<file path="config.mk">
export PLATFORM = sky130hd
export DESIGN_NAME = hpiTarget
export DESIGN_NICKNAME = d
export VERILOG_FILES = /design/src/rtl/hpiPkg.sv /design/src/rtl/hpiWordRam.sv /design/src/rtl/hpiControl.sv /design/src/rtl/hpiDatapath.sv /design/src/rtl/hpiTarget.sv
export SDC_FILE = /design/constraint.sdc
export NUM_CORES = 2
export LEC_CHECK = 0
export ABC_CLOCK_PERIOD_IN_PS = 5300
export BUFFER_PORTS_ARGS = -buffer_cell sky130_fd_sc_hd__buf_2
export CORE_MARGIN = 4
export CORE_UTILIZATION = 29
export DETAILED_ROUTE_END_ITERATION = 10
export GPL_TIMING_DRIVEN = 1
export SYNTH_ARGS = -nofsm -noshare
export SYNTH_HDL_FRONTEND = slang
export SYNTH_HIERARCHICAL = 1
export SYNTH_SLANG_ARGS = --single-unit
export TNS_END_PERCENT = 1
</file>
<file path="constraint.sdc">
create_clock -name clk -period 5.3 [get_ports clk]
set_input_delay 0.265 -clock clk [delete_from_list [all_inputs] [get_ports clk]]
set_output_delay 0.265 -clock clk [all_outputs]
set_load 0.01 [all_outputs]
</file>
<file path="src/rtl/hpiPkg.sv">
package hpiPkg;

  typedef enum logic [1:0] {
    SEL_CTRL     = 2'b00,
    SEL_DATA_INC = 2'b01,
    SEL_ADDR     = 2'b10,
    SEL_DATA_FIX = 2'b11
  } regSel_e;

  typedef enum logic [1:0] {
    FETCH_IDLE = 2'b00,
    FETCH_REQ  = 2'b01,
    FETCH_LOAD = 2'b10
  } fetchState_e;

  // strobes from control to datapath, valid for one clock each
  typedef struct packed {
    logic    wrEn;      // write half of selected register with hdIn
    regSel_e sel;       // register picked at the strobe fall
    logic    half;      // 0 = bits 15:0, 1 = bits 31:16
    logic    commit;    // write the full data word into memory
    logic    incAddr;   // advance address by one word
    logic    memRd;     // issue memory read at current address
    logic    loadData;  // copy memory read word into data register
    logic    capture;   // refresh the read output holding register
  } dpStrobe_t;

  // both data codes have bit 0 set
  function automatic logic isDataSel(input logic [1:0] s);
    return s[0];
  endfunction

endpackage

</file>
<file path="src/rtl/hpiWordRam.sv">
module hpiWordRam #(
  parameter int DEPTH = 64,
  parameter int WIDTH = 32,
  parameter int AW    = 6
) (
  input  logic             clk,
  input  logic             we,
  input  logic [AW-1:0]    wAddr,
  input  logic [WIDTH-1:0] wData,
  input  logic             re,
  input  logic [AW-1:0]    rAddr,
  output logic [WIDTH-1:0] rData
);

  logic [WIDTH-1:0] store [DEPTH];

  always_ff @(posedge clk) begin
    if (we) store[wAddr] <= wData;
  end

  always_ff @(posedge clk) begin
    if (re) rData <= store[rAddr];
  end

endmodule

</file>
<file path="src/rtl/hpiControl.sv">
module hpiControl
  import hpiPkg::*;
#(
  parameter int HOLD_CYC = 3
) (
  input  logic       clk,
  input  logic       rstN,
  input  logic       hcsN,
  input  logic       hds1,
  input  logic       hds2,
  input  logic [1:0] hcntl,
  input  logic       hhwil,
  input  logic       hrw,
  output dpStrobe_t  strb,
  output logic       hostReady,
  output logic       hdOe
);

  localparam int HW = $clog2(HOLD_CYC + 1);

  logic        strobeN;
  logic        strobePrevN;
  logic        csPrevN;
  logic        accActive;
  regSel_e     latSel;
  logic        latHalf;
  logic        latRd;
  logic        dataValid;
  fetchState_e fState;
  logic [HW-1:0] holdCnt;

  logic fallEv, riseEv, rdDone;
  logic csTrig, halfTrig, autoTrig, fetchGo;

  // active-low internal strobe
  assign strobeN = ~(hds1 ^ hds2) | hcsN;

  assign fallEv   = strobePrevN & ~strobeN;
  assign riseEv   = ~strobePrevN & strobeN & accActive;
  assign rdDone   = riseEv & latRd;
  assign csTrig   = csPrevN & ~hcsN & hrw & isDataSel(hcntl);
  assign halfTrig = fallEv & hrw & isDataSel(hcntl) & ~hhwil & ~dataValid;
  assign autoTrig = rdDone & latHalf & (latSel == SEL_DATA_INC);
  assign fetchGo  = (fState == FETCH_IDLE) & (csTrig | halfTrig | autoTrig);

  always_comb begin
    strb          = '0;
    strb.sel      = latSel;
    strb.half     = latHalf;
    strb.wrEn     = riseEv & ~latRd;
    strb.commit   = riseEv & ~latRd & isDataSel(latSel) & latHalf;
    strb.incAddr  = (strb.commit & (latSel == SEL_DATA_INC)) | autoTrig;
    strb.memRd    = (fState == FETCH_REQ);
    strb.loadData = (fState == FETCH_LOAD);
    strb.capture  = accActive & latRd & ~strobeN;
  end

  assign hostReady = (fState == FETCH_IDLE);
  assign hdOe      = (holdCnt != '0);

  // edge history
  always_ff @(posedge clk or negedge rstN) begin
    if (!rstN) begin
      strobePrevN <= 1'b1;
      csPrevN     <= 1'b1;
    end else begin
      strobePrevN <= strobeN;
      csPrevN     <= hcsN;
    end
  end

  // fields latched on the strobe fall
  always_ff @(posedge clk or negedge rstN) begin
    if (!rstN) begin
      accActive <= 1'b0;
      latSel    <= SEL_CTRL;
      latHalf   <= 1'b0;
      latRd     <= 1'b0;
    end else if (fallEv) begin
      accActive <= 1'b1;
      latSel    <= regSel_e'(hcntl);
      latHalf   <= hhwil;
      latRd     <= hrw;
    end else if (riseEv) begin
      accActive <= 1'b0;
    end
  end

  // fetch sequencer: request, then load
  always_ff @(posedge clk or negedge rstN) begin
    if (!rstN) begin
      fState <= FETCH_IDLE;
    end else begin
      unique case (fState)
        FETCH_IDLE: if (fetchGo) fState <= FETCH_REQ;
        FETCH_REQ:  fState <= FETCH_LOAD;
        FETCH_LOAD: fState <= FETCH_IDLE;
        default:    fState <= FETCH_IDLE;
      endcase
    end
  end

  // tracks whether the data register holds a fresh memory word
  always_ff @(posedge clk or negedge rstN) begin
    if (!rstN) begin
      dataValid <= 1'b0;
    end else if (fState == FETCH_LOAD) begin
      dataValid <= 1'b1;
    end else if (strb.wrEn && (isDataSel(latSel) || latSel == SEL_ADDR)) begin
      dataValid <= 1'b0;
    end else if (rdDone && latHalf && isDataSel(latSel)) begin
      dataValid <= 1'b0;
    end
  end

  // read output hold window
  always_ff @(posedge clk or negedge rstN) begin
    if (!rstN) begin
      holdCnt <= '0;
    end else if (strb.capture) begin
      holdCnt <= HW'(HOLD_CYC);
    end else if (holdCnt != '0) begin
      holdCnt <= holdCnt - 1'b1;
    end
  end

  AST_FETCH_BOUNDED: assert property (@(posedge clk) disable iff (!rstN)
    (!hostReady && $past(!hostReady)) |=> hostReady);

  AST_CS_WAIT: assert property (@(posedge clk) disable iff (!rstN)
    (csTrig && hostReady) |=> !hostReady);

  AST_AUTO_REFETCH: assert property (@(posedge clk) disable iff (!rstN)
    (autoTrig && hostReady) |=> !hostReady);

  AST_CAPTURE_DRIVES: assert property (@(posedge clk) disable iff (!rstN)
    strb.capture |=> hdOe);

endmodule

</file>
<file path="src/rtl/hpiDatapath.sv">
module hpiDatapath
  import hpiPkg::*;
#(
  parameter int DEPTH = 64
) (
  input  logic        clk,
  input  logic        rstN,
  input  dpStrobe_t   strb,
  input  logic [15:0] hdIn,
  output logic [15:0] hdOut,
  output logic        hostInt
);

  localparam int AW = $clog2(DEPTH);
  localparam int WW = 32;

  logic [WW-1:0] ctrlReg;
  logic [WW-1:0] addrReg;
  logic [WW-1:0] dataReg;
  logic [WW-1:0] ramQ;
  logic [WW-1:0] selWord;
  logic [15:0]   selHalf;
  logic [15:0]   outReg;

  hpiWordRam #(
    .DEPTH(DEPTH),
    .WIDTH(WW),
    .AW   (AW)
  ) uRam (
    .clk  (clk),
    .we   (strb.commit),
    .wAddr(addrReg[AW-1:0]),
    .wData({hdIn, dataReg[15:0]}),
    .re   (strb.memRd),
    .rAddr(addrReg[AW-1:0]),
    .rData(ramQ)
  );

  // control register
  always_ff @(posedge clk or negedge rstN) begin
    if (!rstN) begin
      ctrlReg <= '0;
    end else if (strb.wrEn && strb.sel == SEL_CTRL) begin
      if (strb.half) ctrlReg[31:16] <= hdIn;
      else           ctrlReg[15:0]  <= hdIn;
    end
  end

  // address register
  always_ff @(posedge clk or negedge rstN) begin
    if (!rstN) begin
      addrReg <= '0;
    end else if (strb.wrEn && strb.sel == SEL_ADDR) begin
      if (strb.half) addrReg[31:16] <= hdIn;
      else           addrReg[15:0]  <= hdIn;
    end else if (strb.incAddr) begin
      addrReg <= addrReg + 32'd1;
    end
  end

  // data register
  always_ff @(posedge clk or negedge rstN) begin
    if (!rstN) begin
      dataReg <= '0;
    end else if (strb.loadData) begin
      dataReg <= ramQ;
    end else if (strb.wrEn && isDataSel(strb.sel)) begin
      if (strb.half) dataReg[31:16] <= hdIn;
      else           dataReg[15:0]  <= hdIn;
    end
  end

  always_comb begin
    unique case (strb.sel)
      SEL_CTRL: selWord = ctrlReg;
      SEL_ADDR: selWord = addrReg;
      default:  selWord = dataReg;
    endcase
    selHalf = strb.half ? selWord[31:16] : selWord[15:0];
  end

  // read output holding register, frozen once the strobe releases
  always_ff @(posedge clk or negedge rstN) begin
    if (!rstN)             outReg <= '0;
    else if (strb.capture) outReg <= selHalf;
  end

  assign hdOut   = outReg;
  assign hostInt = ctrlReg[0];

  AST_ADDR_STEP: assert property (@(posedge clk) disable iff (!rstN)
    strb.incAddr |=> addrReg == $past(addrReg) + 32'd1);

  AST_COMMIT_HIGH: assert property (@(posedge clk) disable iff (!rstN)
    strb.commit |=> dataReg[31:16] == $past(hdIn));

endmodule

</file>
<file path="src/rtl/hpiTarget.sv">
module hpiTarget
  import hpiPkg::*;
#(
  parameter int DEPTH    = 64,
  parameter int HOLD_CYC = 3
) (
  input  logic        clk,
  input  logic        rstN,
  input  logic        hcsN,
  input  logic        hds1,
  input  logic        hds2,
  input  logic [1:0]  hcntl,
  input  logic        hhwil,
  input  logic        hrw,
  input  logic [15:0] hdIn,
  output logic [15:0] hdOut,
  output logic        hdOe,
  output logic        hostReady,
  output logic        hostInt
);

  dpStrobe_t strb;

  hpiControl #(
    .HOLD_CYC(HOLD_CYC)
  ) uCtl (
    .clk      (clk),
    .rstN     (rstN),
    .hcsN     (hcsN),
    .hds1     (hds1),
    .hds2     (hds2),
    .hcntl    (hcntl),
    .hhwil    (hhwil),
    .hrw      (hrw),
    .strb     (strb),
    .hostReady(hostReady),
    .hdOe     (hdOe)
  );

  hpiDatapath #(
    .DEPTH(DEPTH)
  ) uDp (
    .clk    (clk),
    .rstN   (rstN),
    .strb   (strb),
    .hdIn   (hdIn),
    .hdOut  (hdOut),
    .hostInt(hostInt)
  );

endmodule

</file>
# Yosys cells after proc, flatten, opt, wreduce, memory -nomap -nowiden

Memory sizes are Yosys's and may differ from the RTL's. A register that Yosys moved wholly into a read port is not among the register bits.
Index checks and enable logic that the tools add are counted.

RAM bits: 2,048
Memories kept: 1
Output and inout bits: 19
Flip-flop bits (word level): 124
Logic and storage cells: 101
Input port bits: 25

Memory list:

| name           | words | width | rd ports | clocked after Yosys merged registers in | write ports | line             | text |
|---|---|---|---|---|---|---|---|
| uDp.uRam.store | 64    | 32    | 1        | 1                                       | 1           | hpiWordRam.sv:15 | `logic [WIDTH-1:0] store [DEPTH];` |

Bitwise gates (word level): 33
Multiplexer cells: 19
Reductions and logical operators: 22
Equal/unequal tests: 8
Add/subtract/negate cells: 2

Operator list:

| operator                                          | count |
|---|---|
| 2-to-1 mux 32 bit                                 | 4 |
| case mux 32 bit (2 select lines)                  | 1 |
| 2-to-1 mux 16 bit                                 | 3 |
| adder 32 x 1 -> 32 bit (second input constant)    | 1 |
| AND 1 bit                                         | 20 |
| AND reduction 2 bit                               | 6 |
| nonzero test 2 bit                                | 6 |
| NOT 1 bit                                         | 8 |
| 2-to-1 mux 1 bit                                  | 7 |
| logical AND 1 bit                                 | 6 |
| 2-to-1 mux 2 bit                                  | 3 |
| != test 2 bit (second input constant)             | 3 |
| == test 2 x 1 -> 1 bit (second input constant)    | 2 |
| == test 2 bit (second input constant)             | 2 |
| logical NOT 2 bit                                 | 2 |
| OR 1 bit                                          | 4 |
| case mux 2 bit (2 select lines)                   | 1 |
| nonzero test 3 bit                                | 1 |
| != test 2 x 1 -> 1 bit (second input constant)    | 1 |
| subtractor 2 x 1 -> 2 bit (second input constant) | 1 |
| logical OR 1 bit                                  | 1 |
| XOR 1 bit                                         | 1 |

# Depth between registers and ports, before layout

Depth after elaboration: 14
Gate-level depth with buffers: 11
Mapped depth without buffers: 8

# Hierarchy

The synthesis kept the hierarchy.

By module, submodules not included:

| module      | times used | cells each | area an instance (um2) | sequential area each (um2) |
|---|---|---|---|---|
| hpiWordRam  | 1          | 3,324      | 78,835.6               | 62,459.9 |
| hpiDatapath | 1          | 620        | 5,940.7                | 2,802.7 |
| hpiControl  | 1          | 53         | 605.6                  | 302.8 |

# Worst setup path before layout

OpenSTA, ideal clock, no wires.

Path type: input to register
From: input port hds2
To: memory uDp.uRam.store[48][0], enable pin
Data required time: 4,839 ps
Setup slack: 1,122 ps
Buffers on the path: 0
Data arrival time: 3,718 ps
Library setup time: 461 ps
Cell stages on the path: 6
Path through: xnor2_2 o211ai_2 nor3_1 nor2b_1 nand4b_1 nor3_1

RTL lines:

| what        | line             | text |
|---|---|---|
| from (decl) | hpiTarget.sv:11  | `input logic hds2,` |
| to (decl)   | hpiWordRam.sv:15 |  |

==> flow_metrics.py <==
metrics = {
    "synth": {
        "synth_nets": 4024,
        "yosysWarnings": 6,
        "avgSynthCellArea_um2": 21.4,
        "ys_ff_latch": 2204,
        "synthCells": 3997,
        "syn_area_um2": 85400,
        "yosysSeqAreaShare": 0.768,
        "synth-edff-count": 2080,
        "synth_cell_types": 68,
        "synth_top_flop_cell": "edfxtp_1",
        "async_flop_share": 0.0563,
    },
    "floorplanning": {
        "design.portCount": 44,
        "die_h_um": 551,
        "row_count": 198,
        "die_area_um2": 303000,
        "core_region_area_um2": 292000,
        "initial_core_util": 0.292,
        "fp.dieW_um": 551,
    },
    "setup_path": {
        "worst_path_largest_cell_delay_ps": 1050,
        "r2r_start": "uCtl/latHalf",
        "r2r-end": "uDp/uRam/store[6][23]",
        "cp.required_ps": 5850,
        "path_max_fanout": 22,
        "r2r_slack_ps": 730,
        "path_class": "reg2reg",
        "cpMaxStageDelayCell": "nor2_4",
        "cp-start-kind": "flop",
        "crit_top_cell": "buf_4",
        "cp-endpoint": "uDp/uRam/store[6][23]",
        "critPathArrivalTime_ps": 5110,
        "reg2reg_depth": 7,
        "crit_chain": "nand2_1, nor3_1, buf_4, nor2b_1, nand3_1, nor2_4, buf_4",
        "cp-startpoint": "uCtl/latHalf",
        "end_kind": "flop",
    },
    "cts": {
        "clk_pin_slew_ps": 60,
        "cts_made_buffers": 217,
        "cts_hold_buf": 11,
        "cts_sinks": 2204,
        "clk_latency_ps": 850,
        "tritoncts": "yes",
        "cts_setup_buffers": 0,
        "cts-resized-gates": 0,
        "htreeDepth": 4,
        "clk_path_buf_depth": 3,
        "root_buffer": "clkbuf_16",
    },
    "hold_path": {
        "hp-class": "in2async",
    },
    "finish": {
        "drive_gt1_frac": 0.278,
        "layout_commonest_cell": "edfxtp_1",
        "synthToLayoutAreaGrowth_pct": 15.7,
        "layout_common_cells": "2080 x edfxtp_1, 544 x mux4_2, 221 x clkbuf_16",
        "final_core_util": 0.338,
        "fillCellCount": 27000,
        "nets": 4263,
    },
    "sta": {
        "finClkSkew_ps": 50.1,
        "slew_headroom": 0.0695,
        "period_share": 0.862,
        "min_period_ps": 4570,
        "setup_slack_ps": 732,
        "worst_pin_slew_ps": 1390,
        "rsz0062_at_grt": "no",
        "hold_viol_final": 0,
        "final-max-slew-violation-count": 0,
        "final.setup.tns_ps": 0,
        "setup_violations": 0,
        "fmax_ghz": 0.219,
    },
    "grt": {
        "grt-ovfl-total": 0,
        "antenna_found_initial": 8,
        "grt_pass1_wl_um": 323000,
        "grt_max_degree": 76,
        "grt_usage": 0.147,
        "grt_pass1_vias": 42600,
    },
    "route": {
        "routed_wl_um": 226000,
        "avgViaCountPerCell": 5.12,
        "drc": 0,
        "drt_first_pass_iters": 9,
        "drtIter0Drc": 5669,
        "avgRoutedWirePerCell_um": 27.1,
        "antenna_left": 0,
        "vias": 42700,
    },
    "power_and_ir_drop": {
        "p_leak_nw": 30.7,
        "ir_drop_mv": 0.383,
        "powerDensity_nw_per_um2": 494,
    },
    "placed_design": {
        "dp_hpwl_um": 134000,
        "gp_congestion": 0.819,
        "dp_slack_ps": 786,
        "port_buffers": 43,
    },
    "status": {
        "status": "finished, final reports clean",
    },
    "job": {
        "drv_cap": 0,
    },
}
[state kept, by name, indices dropped and copies added (netlist names), 2 cells and up]
signal          count
uDp/ctrlReg        32
uDp/uRam/store   2048
uDp/hdOut          16
uCtl/holdCnt        2
uDp/addrReg        32
uCtl/fState         2
uCtl/latSel         2
uDp/uRam/rData     32
uDp/dataReg        32
[synth_stat cells (all sizes together) (15+ instances only)]
| library cell | n | area share |
|---|---|---|
| inv | 41 | 0.0018 |
| buf | 116 | 0.0075 |
| edfxtp | 2080 | 0.73 |
| clkbuf | 111 | 0.0049 |
| a21oi | 105 | 0.0062 |
| mux2i | 142 | 0.017 |
| mux2 | 37 | 0.0049 |
| o221ai | 27 | 0.0028 |
| o21ai | 57 | 0.0033 |
| a22oi | 15 | 0.0013 |
| nor3 | 28 | 0.0018 |
| dfrtp | 122 | 0.036 |
| nor2b | 18 | 0.0013 |
| a222oi | 32 | 0.0038 |
| nand2 | 95 | 0.0042 |
| nor2 | 176 | 0.0077 |
| mux4 | 544 | 0.14 |
| nand3 | 27 | 0.0017 |
| o22ai | 88 | 0.0064 |
[layout make-up]
cell class / instances / area [um^2] / share of cell area
clock buffers: 288 / 5850 / 0.0592
diodes: 4 / 10.0 / 0.000101
flip-flops and latches: 2204 / 65600 / 0.664
inverters: 41 / 154 / 0.00156
multi-input cells: 1525 / 19100 / 0.194
repair buffers: 247 / 1990 / 0.0202
clock inverters: 123 / 1180 / 0.0119
well taps: 3900 / 4880 / 0.0494
[worst min-delay path by stage]
stage                     startpoint                endpoint  slack [ps]
after global routing        hdIn[13]  uDp/uRam/store[32][29]          50
after global placement          rstN           uDp/hdOut[12]         410
after CTS                   hdIn[13]  uDp/uRam/store[32][29]         0.6
after floorplan                 rstN          uCtl/accActive         -30
final                           rstN            uDp/hdOut[2]          50
after detailed placement        rstN            uDp/hdOut[7]         410
[routing by layer]
layer / global-route usage / part of all wire / vias to the layer above
met5: 0 / 0.00012 / -
met1: 0.207 / 0.42 / 23100
li1: - / - / 17300
met4: 0.0401 / 0.026 / 4
met2: 0.230 / 0.47 / 1913
met3: 0.0329 / 0.089 / 326
[cell families after synthesis]
family,Yosys count,share of synthesized area
muxes,723,0.165
adders and majority gates,2,0.000293
and+or+nand+nor,418,0.0229
DFF,2204,0.768
AOI/OAI and AO/OA,380,0.0294
buffers and inverters,268,0.0142
xor gates and xnor gates,2,0.000293
[stage by stage]
step | power (W) | area [um^2] | hold WS (ps) | instances
2_1_floorplan | 0.0292 | 85400 | -30.6 | 3997
3_3_place_gp | 0.0339 | 91700 | 413 | 7906
3_5_place_dp | 0.0341 | 91700 | 413 | 7906
4_1_cts | 0.0492 | 98800 | 0.610 | 8328
5_1_grt | 0.0506 | 98800 | 50.8 | 8328
6_report | 0.0488 | 98800 | 54.1 | 8332
[power breakdown]
part	internal [W]	switching [W]	total, W
logic	0.00501	0.00699	0.0120
clock network	0.00869	0.00652	0.0152
registers	0.0206	0.000981	0.0216
total	0.0343	0.0145	0.0488
[worst max-delay path: cells and delay by family (launching register included)]
| family | cells | cell delay, ps |
|---|---|---|
| buffers and inverters | 2 | 650 |
| flip-flops | 1 | 710 |
| AND/OR/NAND/NOR | 5 | 2860 |
(Power assumes the default switching activity.)
